$ cat config.mk
export PLATFORM = sky130hd
export DESIGN_NAME = frac_tod_counter
export DESIGN_NICKNAME = d
export VERILOG_FILES = /design/src/rtl/tod_pkg.sv /design/src/rtl/tod_frac_accum.sv /design/src/rtl/tod_ns_counter.sv /design/src/rtl/tod_regif.sv /design/src/rtl/frac_tod_counter.sv
export SDC_FILE = /design/constraint.sdc
export NUM_CORES = 1
export LEC_CHECK = 0
export ABC_AREA = 1
export BUFFER_PORTS_ARGS = -buffer_cell sky130_fd_sc_hd__buf_2
export CORE_MARGIN = 2
export CORE_UTILIZATION = 35
export CTS_CLUSTER_SIZE = 24
export DETAILED_ROUTE_END_ITERATION = 7
export HOLD_SLACK_MARGIN = 0.1
export PLACE_DENSITY = 0.63
export SLEW_MARGIN = 40
export SYNTH_ARGS = -nofsm -noshare
export SYNTH_HDL_FRONTEND = slang
export SYNTH_SLANG_ARGS = --single-unit
export TNS_END_PERCENT = 1
$ cat constraint.sdc
create_clock -name clk -period 4.8 [get_ports clk]
set_input_delay 1.2 -clock clk [delete_from_list [all_inputs] [get_ports clk]]
set_output_delay 1.2 -clock clk [all_outputs]
set_load 0.01 [all_outputs]
$ cat src/rtl/tod_pkg.sv
package tod_pkg;
  localparam int TOD_NS_W   = 40;
  localparam int TOD_FRAC_W = 32;
  localparam int TOD_DATA_W = 32;
  localparam int TOD_ADDR_W = 3;
  localparam int TOD_NOM_NS = 8;

  localparam logic [TOD_ADDR_W-1:0] ADR_RES  = 3'd0;
  localparam logic [TOD_ADDR_W-1:0] ADR_LO   = 3'd1;
  localparam logic [TOD_ADDR_W-1:0] ADR_HI   = 3'd2;
  localparam logic [TOD_ADDR_W-1:0] ADR_CORR = 3'd3;
  localparam logic [TOD_ADDR_W-1:0] ADR_CTL  = 3'd4;

  typedef struct packed {
    logic                  up;
    logic                  dn;
    logic [TOD_FRAC_W-1:0] frac;
  } frac_res_t;

  // Sign-magnitude correction applied to the residue; reports carry/borrow.
  function automatic frac_res_t frac_step(input logic [TOD_FRAC_W-1:0] frac,
                                          input logic [TOD_FRAC_W-1:0] corr);
    frac_res_t             r;
    logic [TOD_FRAC_W:0]   s;
    logic [TOD_FRAC_W:0]   mag;
    mag = {2'b00, corr[TOD_FRAC_W-2:0]};
    r   = '0;
    if (corr[TOD_FRAC_W-1]) begin
      s    = {1'b0, frac} - mag;
      r.dn = s[TOD_FRAC_W];
    end else begin
      s    = {1'b0, frac} + mag;
      r.up = s[TOD_FRAC_W];
    end
    r.frac = s[TOD_FRAC_W-1:0];
    return r;
  endfunction

  // Nominal step adjusted by one nanosecond for carry or borrow.
  function automatic logic [TOD_NS_W-1:0] ns_step(input logic [TOD_NS_W-1:0] ns,
                                                  input logic up, input logic dn);
    logic [TOD_NS_W-1:0] step;
    step = TOD_NS_W'(TOD_NOM_NS);
    if (up) step = step + 1'b1;
    if (dn) step = step - 1'b1;
    return ns + step;
  endfunction
endpackage

$ cat src/rtl/tod_frac_accum.sv
module tod_frac_accum
  import tod_pkg::*;
#(
  parameter int FRAC_W = TOD_FRAC_W
) (
  input  logic              clk,
  input  logic              rst_n,
  input  logic              advance_i,
  input  logic              clear_i,
  input  logic [FRAC_W-1:0] corr_i,
  output logic [FRAC_W-1:0] frac_o,
  output logic              carry_o,
  output logic              borrow_o
);
  logic [FRAC_W-1:0] frac_q;
  frac_res_t         nxt;

  always_comb begin
    nxt      = frac_step(frac_q, corr_i);
    carry_o  = advance_i & nxt.up;
    borrow_o = advance_i & nxt.dn;
  end

  always_ff @(posedge clk or negedge rst_n) begin
    if (!rst_n)         frac_q <= '0;
    else if (clear_i)   frac_q <= '0;
    else if (advance_i) frac_q <= nxt.frac;
  end

  assign frac_o = frac_q;

  AST_CARRY_BORROW_EXCL: assert property (@(posedge clk) disable iff (!rst_n)
    !(carry_o && borrow_o));

  AST_LOAD_CLEARS_FRAC: assert property (@(posedge clk) disable iff (!rst_n)
    clear_i |=> (frac_o == '0));

  AST_FRAC_IDLE_HOLD: assert property (@(posedge clk) disable iff (!rst_n)
    (!advance_i && !clear_i) |=> $stable(frac_o));
endmodule

$ cat src/rtl/tod_ns_counter.sv
module tod_ns_counter
  import tod_pkg::*;
#(
  parameter int NS_W = TOD_NS_W
) (
  input  logic            clk,
  input  logic            rst_n,
  input  logic            advance_i,
  input  logic            carry_i,
  input  logic            borrow_i,
  input  logic            load_i,
  input  logic [NS_W-1:0] load_val_i,
  output logic [NS_W-1:0] ns_o
);
  logic [NS_W-1:0] ns_q;

  always_ff @(posedge clk or negedge rst_n) begin
    if (!rst_n)         ns_q <= '0;
    else if (load_i)    ns_q <= load_val_i;
    else if (advance_i) ns_q <= ns_step(ns_q, carry_i, borrow_i);
  end

  assign ns_o = ns_q;

  AST_STOP_HOLDS: assert property (@(posedge clk) disable iff (!rst_n)
    (!advance_i && !load_i) |=> $stable(ns_o));

  AST_LOAD_WINS: assert property (@(posedge clk) disable iff (!rst_n)
    load_i |=> (ns_o == $past(load_val_i)));
endmodule

$ cat src/rtl/tod_regif.sv
module tod_regif
  import tod_pkg::*;
#(
  parameter int NS_W   = TOD_NS_W,
  parameter int DATA_W = TOD_DATA_W,
  parameter int ADDR_W = TOD_ADDR_W
) (
  input  logic              clk,
  input  logic              rst_n,
  input  logic              reg_wr,
  input  logic              reg_rd,
  input  logic [ADDR_W-1:0] reg_addr,
  input  logic [DATA_W-1:0] reg_wdata,
  input  logic [DATA_W-1:0] frac_i,
  input  logic [NS_W-1:0]   ns_i,
  output logic              run_o,
  output logic [DATA_W-1:0] corr_o,
  output logic              load_o,
  output logic [NS_W-1:0]   load_val_o,
  output logic [DATA_W-1:0] rdata_o
);
  localparam int HI_W  = NS_W - DATA_W;
  localparam int PAD_W = DATA_W - HI_W;

  logic              stop_q;
  logic [DATA_W-1:0] corr_q;
  logic [DATA_W-1:0] stage_q;
  logic [NS_W-1:0]   snap_q;
  logic [DATA_W-1:0] rdata_q;
  logic [DATA_W-1:0] rd_mux;
  logic              wr_lo, wr_hi, wr_corr, wr_ctl, rd_res;

  always_comb begin
    wr_lo   = reg_wr && (reg_addr == ADR_LO);
    wr_hi   = reg_wr && (reg_addr == ADR_HI);
    wr_corr = reg_wr && (reg_addr == ADR_CORR);
    wr_ctl  = reg_wr && (reg_addr == ADR_CTL);
    rd_res  = reg_rd && (reg_addr == ADR_RES);
  end

  always_comb begin
    case (reg_addr)
      ADR_RES:  rd_mux = frac_i;
      ADR_LO:   rd_mux = snap_q[DATA_W-1:0];
      ADR_HI:   rd_mux = {{PAD_W{1'b0}}, snap_q[NS_W-1:DATA_W]};
      ADR_CORR: rd_mux = corr_q;
      ADR_CTL:  rd_mux = {stop_q, {(DATA_W-1){1'b0}}};
      default:  rd_mux = '0;
    endcase
  end

  always_ff @(posedge clk or negedge rst_n) begin
    if (!rst_n) begin
      stop_q  <= 1'b1;
      corr_q  <= '0;
      stage_q <= '0;
      snap_q  <= '0;
      rdata_q <= '0;
    end else begin
      if (wr_ctl)  stop_q  <= reg_wdata[DATA_W-1];
      if (wr_corr) corr_q  <= reg_wdata;
      if (wr_lo)   stage_q <= reg_wdata;
      if (rd_res)  snap_q  <= ns_i;
      if (reg_rd)  rdata_q <= rd_mux;
    end
  end

  assign run_o      = !stop_q;
  assign corr_o     = corr_q;
  assign load_o     = wr_hi;
  assign load_val_o = {reg_wdata[HI_W-1:0], stage_q};
  assign rdata_o    = rdata_q;

  AST_HI_RESERVED_ZERO: assert property (@(posedge clk) disable iff (!rst_n)
    (reg_rd && reg_addr == ADR_HI) |=> (rdata_o[DATA_W-1:HI_W] == '0));

  AST_SNAP_ONLY_ON_RES: assert property (@(posedge clk) disable iff (!rst_n)
    !rd_res |=> $stable(snap_q));

  AST_RDATA_HOLD: assert property (@(posedge clk) disable iff (!rst_n)
    !reg_rd |=> $stable(rdata_o));
endmodule

$ cat src/rtl/frac_tod_counter.sv
module frac_tod_counter
  import tod_pkg::*;
#(
  parameter int NS_W   = TOD_NS_W,
  parameter int DATA_W = TOD_DATA_W,
  parameter int ADDR_W = TOD_ADDR_W
) (
  input  logic              clk,
  input  logic              rst_n,
  input  logic              tick_i,
  input  logic              reg_wr,
  input  logic              reg_rd,
  input  logic [ADDR_W-1:0] reg_addr,
  input  logic [DATA_W-1:0] reg_wdata,
  output logic [DATA_W-1:0] reg_rdata
);
  logic              run;
  logic              advance;
  logic              load;
  logic              carry, borrow;
  logic [DATA_W-1:0] corr;
  logic [DATA_W-1:0] frac;
  logic [NS_W-1:0]   ns;
  logic [NS_W-1:0]   load_val;

  assign advance = run & tick_i;

  tod_regif #(.NS_W(NS_W), .DATA_W(DATA_W), .ADDR_W(ADDR_W)) u_regif (
    .clk(clk), .rst_n(rst_n), .reg_wr(reg_wr), .reg_rd(reg_rd),
    .reg_addr(reg_addr), .reg_wdata(reg_wdata), .frac_i(frac), .ns_i(ns),
    .run_o(run), .corr_o(corr), .load_o(load), .load_val_o(load_val),
    .rdata_o(reg_rdata)
  );

  tod_frac_accum #(.FRAC_W(DATA_W)) u_frac (
    .clk(clk), .rst_n(rst_n), .advance_i(advance), .clear_i(load),
    .corr_i(corr), .frac_o(frac), .carry_o(carry), .borrow_o(borrow)
  );

  tod_ns_counter #(.NS_W(NS_W)) u_ns (
    .clk(clk), .rst_n(rst_n), .advance_i(advance), .carry_i(carry),
    .borrow_i(borrow), .load_i(load), .load_val_i(load_val), .ns_o(ns)
  );
endmodule

Word-level counts from Yosys, hierarchy flattened. Index checks and enable logic that the tools add are counted.

$add $sub $neg: 4. Multipliers: 0. Divide/modulo/power cells: 0. Magnitude comparators: 0. Equality and inequality tests: 4. Shift operators: 0. Multiplexer cells: 14. Bitwise gates (word level): 3. Reductions and logical operators: 8.

Operators with widths (count): $mux W40 (7); $pmux W32 S5 (1); $mux W32 (3); $add A40 B40 Y40 (1); $sub A40 B1 Y40 const B (1); $add A32 B31 Y33 (1); $sub A32 B31 Y33 (1); $eq A3 B2 Y1 const B (2); $logic_and A1 B1 Y1 (5); $and A1 B1 Y1 (3); $eq A3 B1 Y1 const B (1); $eq A3 B3 Y1 const B (1); $logic_not A3 Y1 (1); $mux W1 (3); $reduce_bool A2 Y1 (1); $logic_not A1 Y1 (1).

Register bits: 209. Bits in latches: 0. Memory bits (writable): 0. Memory bits (read-only): 0. Output and inout port bits: 32. Logic and storage cells: 40. Memories kept: 0.

Longest topological paths before layout.
Word-level depth: 13. Depth in mapped cells: 29. Depth with buffers taken out: 27.

Hierarchy. A second synthesis with hierarchy kept.

Cells, all modules: 2413. Area, all modules: 15573.7 um^2.

By module, submodules not included: tod_frac_accum (times used 1, cells each 1184, area an instance 6173.4 um^2, seq. area each 800.8 um^2); tod_regif (times used 1, cells each 758, area an instance 6168.4 um^2, seq. area each 3429.5 um^2); tod_ns_counter (times used 1, cells each 469, area an instance 3224.3 um^2, seq. area each 1001.0 um^2); frac_tod_counter (times used 1, cells each 2, area an instance 7.5 um^2, seq. area each 0.0 um^2).

Worst setup path before layout. No wires, ideal clock.

Path kind: flip-flop to flip-flop. Start: register u_regif.corr_q[13] (netlist: u_regif.corr_o[13]). End: register u_ns.ns_q[22] (netlist: u_ns.ns_o[22]). Library setup time: 124 ps. Data arrival time: 3425 ps. Setup slack: 1251 ps. Stages on the path, launching flop included: 27. Cells stage by stage: dfrtp_1 > inv_1 > ha_1 > clkbuf_2 > nor2_1 > nand2_1 > nor4_1 > nand3_1 > nand3_1 > a21o_1 > a21o_1 > a21o_1 > nand4_1 > ha_1 > inv_1 > ha_1 > ha_1 > a21oi_1 > inv_1 > nand3_2 > nand2_2 > buf_6 > nand2_2 > nor2_2 > xor2_1 > nand2_1 > nand3_1.

Cells in the longest elaborated chain, start to end: 13. Elaborated cells between the ends (all ways): 16. Classes of those cells: 4 x add/sub; 10 x mux; 2 x bitwise.

Ends and longest elaborated chain: start: declaration (line tod_regif.sv:26) `logic [DATA_W-1:0] corr_q;`; start signal: assignment (line tod_regif.sv:61) `if (wr_corr) corr_q <= reg_wdata;`; $add A32 B31 Y33 (line tod_pkg.sv:32) `s = {1'b0, frac} + mag;`; $mux W1 (line tod_pkg.sv:28) `if (corr[TOD_FRAC_W-1]) begin`; $and A1 B1 Y1 (line tod_frac_accum.sv:20) `carry_o = advance_i & nxt.up;`; $mux W1 (line tod_pkg.sv:44) `if (up) step = step + 1'b1;`; $mux W40 (line tod_ns_counter.sv:20) `else if (advance_i) ns_q <= ns_step(ns_q, carry_i, borrow_i);`; $mux W40 (line tod_ns_counter.sv:19) `else if (load_i) ns_q <= load_val_i;`; $sub A40 B1 Y40 (line tod_pkg.sv:45) `if (dn) step = step - 1'b1;`; $mux W40 * (line tod_pkg.sv:45); $mux W40 * (line tod_ns_counter.sv:20); $mux W40 * (line tod_ns_counter.sv:19); $add A40 B40 Y40 * (line tod_pkg.sv:46) `return ns + step;`; $mux W40 * (line tod_ns_counter.sv:20); $mux W40 * (line tod_ns_counter.sv:19); end signal: assignment (line tod_ns_counter.sv:19); end signal: assignment (line tod_ns_counter.sv:20); end: declaration (line tod_ns_counter.sv:15) `logic [NS_W-1:0] ns_q;`.

Mark *: on every way between the ends. The rest lies on a longest branch, timed or not. The select of a mux whose other input is x is not followed. A chain may end at the register's enable or synchronous reset.

Worst setup path in the final report.
Start: register u_regif.corr_q[2] (netlist: u_regif.corr_o[2]). End: register u_ns.ns_q[26] (netlist: u_ns.ns_o[26]).

The elaborated chain is that of the path after synthesis.

==> results.ini <==
[outcome]
run_status = complete, no violations

[grt]
antenna_found_initial = 0
grtUsageTotal = 0.237
grt_overflow = 0
grt_pass1_wl_mm = 75.0
grt_pass1_vias = 12700
grt_max_degree = 103

[detailed_routing]
first_pass_iters = 7
wl_per_cell_um = 19.7
drc = 0
drt_wl_total_mm = 48.7
drtAntennaViolNets = 0
drtIter0Drc = 1152
num_vias = 13000
viasPerCell = 5.26

[setup_path]
cpPeakStageDelay_ps = 420
crit_required_ps = 5290
crit_family = compound AO/OA/AOI/OAI gates
startpoint_type = flop
cp_slowest_cell = o21ai_0
crit_fanout = 11
critical_path_buf_inv_count = 5
crit_arrival_ps = 4930
crit_type = flop to flop
endpoint_kind = flop

[finish]
design_area_sq_mm = 0.0156
layout_common_cells = nand2_1 (534), inv_1 (267), dfrtp_1 (208)
nNetsFinal = 2047
diodes = 0
area_growth_pct = 12.7
fin_cells = 2476
nFillCells = 4133
drive_gt1_frac = 0.110
final_common_cell = nand2_1

[yosys]
syn_inst = 1892
ys.flop_type = dfrtp_1
synth_area_leaders = dfrtp_1 (38%), nand2_1 (15%), inv_1 (7.2%)
synth_cell_types = 54
synth_top_area_share = 0.376
synth_edf_count = 0
syn_nets = 2000
ys_seq_area_frac = 0.378
synth_top_area_cell = dfrtp_1
synth_area_sq_mm = 0.0139
async_flop_share = 1.00
synth-seq-cells = 209
syn_area_per_cell_sq_um = 7.32
yosys_warnings = 0

[floorplan]
fp.dieW_um = 203
start_util = 0.357
fp.dieH_um = 203
ios = 72
core.rowCount = 72
die_area_sq_mm = 0.0412
coreArea_sq_mm = 0.0388

[sta]
slew_headroom = 0.451
worst_slew_pin_slew_ps = 813
fin_tns_setup_ps = 0
period_share = 0.925
rsz0062_at_grt = no
period_needed_ps = 4440
hold_viol_final = 0
finalSetupViolCount = 0
fin_skew_ps = 40.1
slew_violations = 0
max_freq_ghz = 0.225

[pwr]
p_sw_mw = 4.08
vdd_drop_max_mv = 0.220
powerDensity_mw_per_mm2 = 568
power.internal_mw = 4.79
pwr-share-clk = 0.223
finalPower_mw = 8.87
p_leak_nw = 7.64
p_comb_frac = 0.468
switching_share = 0.460
pwr-share-seq = 0.308

[flow_run]
drv_cap = 0

[clocking]
post_cts_resized = 0
cts_tree = built
clock-sinks = 209
cts_setup_buffers = 0
cts_root_buffer = clkbuf_16
cts_buffer_depth = 3
hold_buffers = 0
cts_made_buffers = 25
clock_latency_ps = 560
h-tree-depth = 1
path_clk_slew_ps = 60

[worst_hold_path]
hp-class = flop to flop

[place]
dp_hpwl_mm = 37.9
io_buffers = 71
placed_cells = 2429
routabilityCongestion = 0.960
place_area_sq_mm = 0.0147

==> synthesized netlist by cell type (37+ instances only) <==
library cell and instances:
dfrtp_1 208, nand2_1 537, o21ai_0 185, xor2_1 39, ha_1 66, nand3_1 83, mux2_2 37, inv_1 267
nor2_1 120, a21oi_1 59, clkbuf_1 45
==> sequential cells by signal, indices dropped and copies added (netlist names) <==
signal	count
u_regif.snap_q	40
u_ns.ns_o	40
u_regif.rdata_o	32
u_frac.frac_o	32
u_regif.corr_o	32
u_regif.stop_q	1
u_regif.stage_q	32
==> metrics by stage <==
stage / hold slack, ps / setup slack (ps) / utilization
2_1_floorplan: 453 / 1250 / -
5_1_grt: 504 / 10.1 / 0.402
4_1_cts: 489 / 407 / 0.401
3_3_place_gp: 467 / 496 / 0.379
3_5_place_dp: 474 / 431 / 0.379
6_report: 484 / 362 / 0.402
==> final cells by class <==
class	instances	area [sq um]	area share
Inverter	271	1020	0.0652
Clock buffer	35	703	0.0451
Tap cell	518	648	0.0415
Multi-Input combinational cell	1337	7290	0.467
Clock inverter	11	143	0.00914
Timing Repair Buffer	95	578	0.0370
Sequential cell	209	5230	0.335
==> per-layer routing <==
metal | routed length, um | up-vias | GRT usage
li1 | - | 6215 | -
met1 | 22000 | 6315 | 0.334
met2 | 22600 | 413 | 0.386
met3 | 2710 | 73 | 0.0246
met4 | 1360 | 0 | 0.0652
met5 | 0 | - | 0
==> path summary, 6_finish.rpt <==
kind / start / endpoint / slack, ps / cells past startpoint
max: u_regif.corr_o[2] / u_ns.ns_o[26] / 360 / 27
min in group asynchronous: rst_n / u_regif.stage_q[24] / 530 / 1
max in group asynchronous: rst_n / u_ns.ns_o[24] / 3170 / 3
min: u_regif.snap_q[20] / u_regif.snap_q[20] / 480 / 2
max reg2reg: u_regif.corr_o[2] / u_ns.ns_o[26] / 360 / 27
min reg2reg: u_regif.snap_q[20] / u_regif.snap_q[20] / 480 / 2
==> worst register-to-register path: cells and delay by family (launching register included) <==
family	cells	cell delay, ps
DFF	1	390
and+or+nand+nor	11	1060
xor gates and xnor gates	1	140
AOI/OAI and AO/OA	6	1130
buffers and inverters	5	560
adders and majority gates	4	1110
==> kinds of logic (layout without fill, tap and decap cells) <==
kind of cell / count (synthesis) / after routing / share of synthesized area
AO/OA/AOI/OAI: 351 / 351 / 0.147
buffers and inverters: 346 / 412 / 0.0986
multiplexers: 38 / 38 / 0.0308
adder cells (fa/ha/maj): 68 / 68 / 0.0625
XOR/XNOR: 46 / 46 / 0.0291
AND/OR/NAND/NOR: 834 / 834 / 0.254
flip-flops: 209 / 209 / 0.378
==> power by group through the flow <==
stage          Clock [mW]  Combinational (mW)  Sequential (mW)
4_1_cts              2.01                4.11             2.72
5_1_grt              2.09                4.61             2.80
3_3_place_gp            0                4.06             2.72
3_5_place_dp            0                4.09             2.75
6_report             1.98                4.15             2.73
2_1_floorplan           0                2.88             2.62
Power figures use the tool's default switching activity.
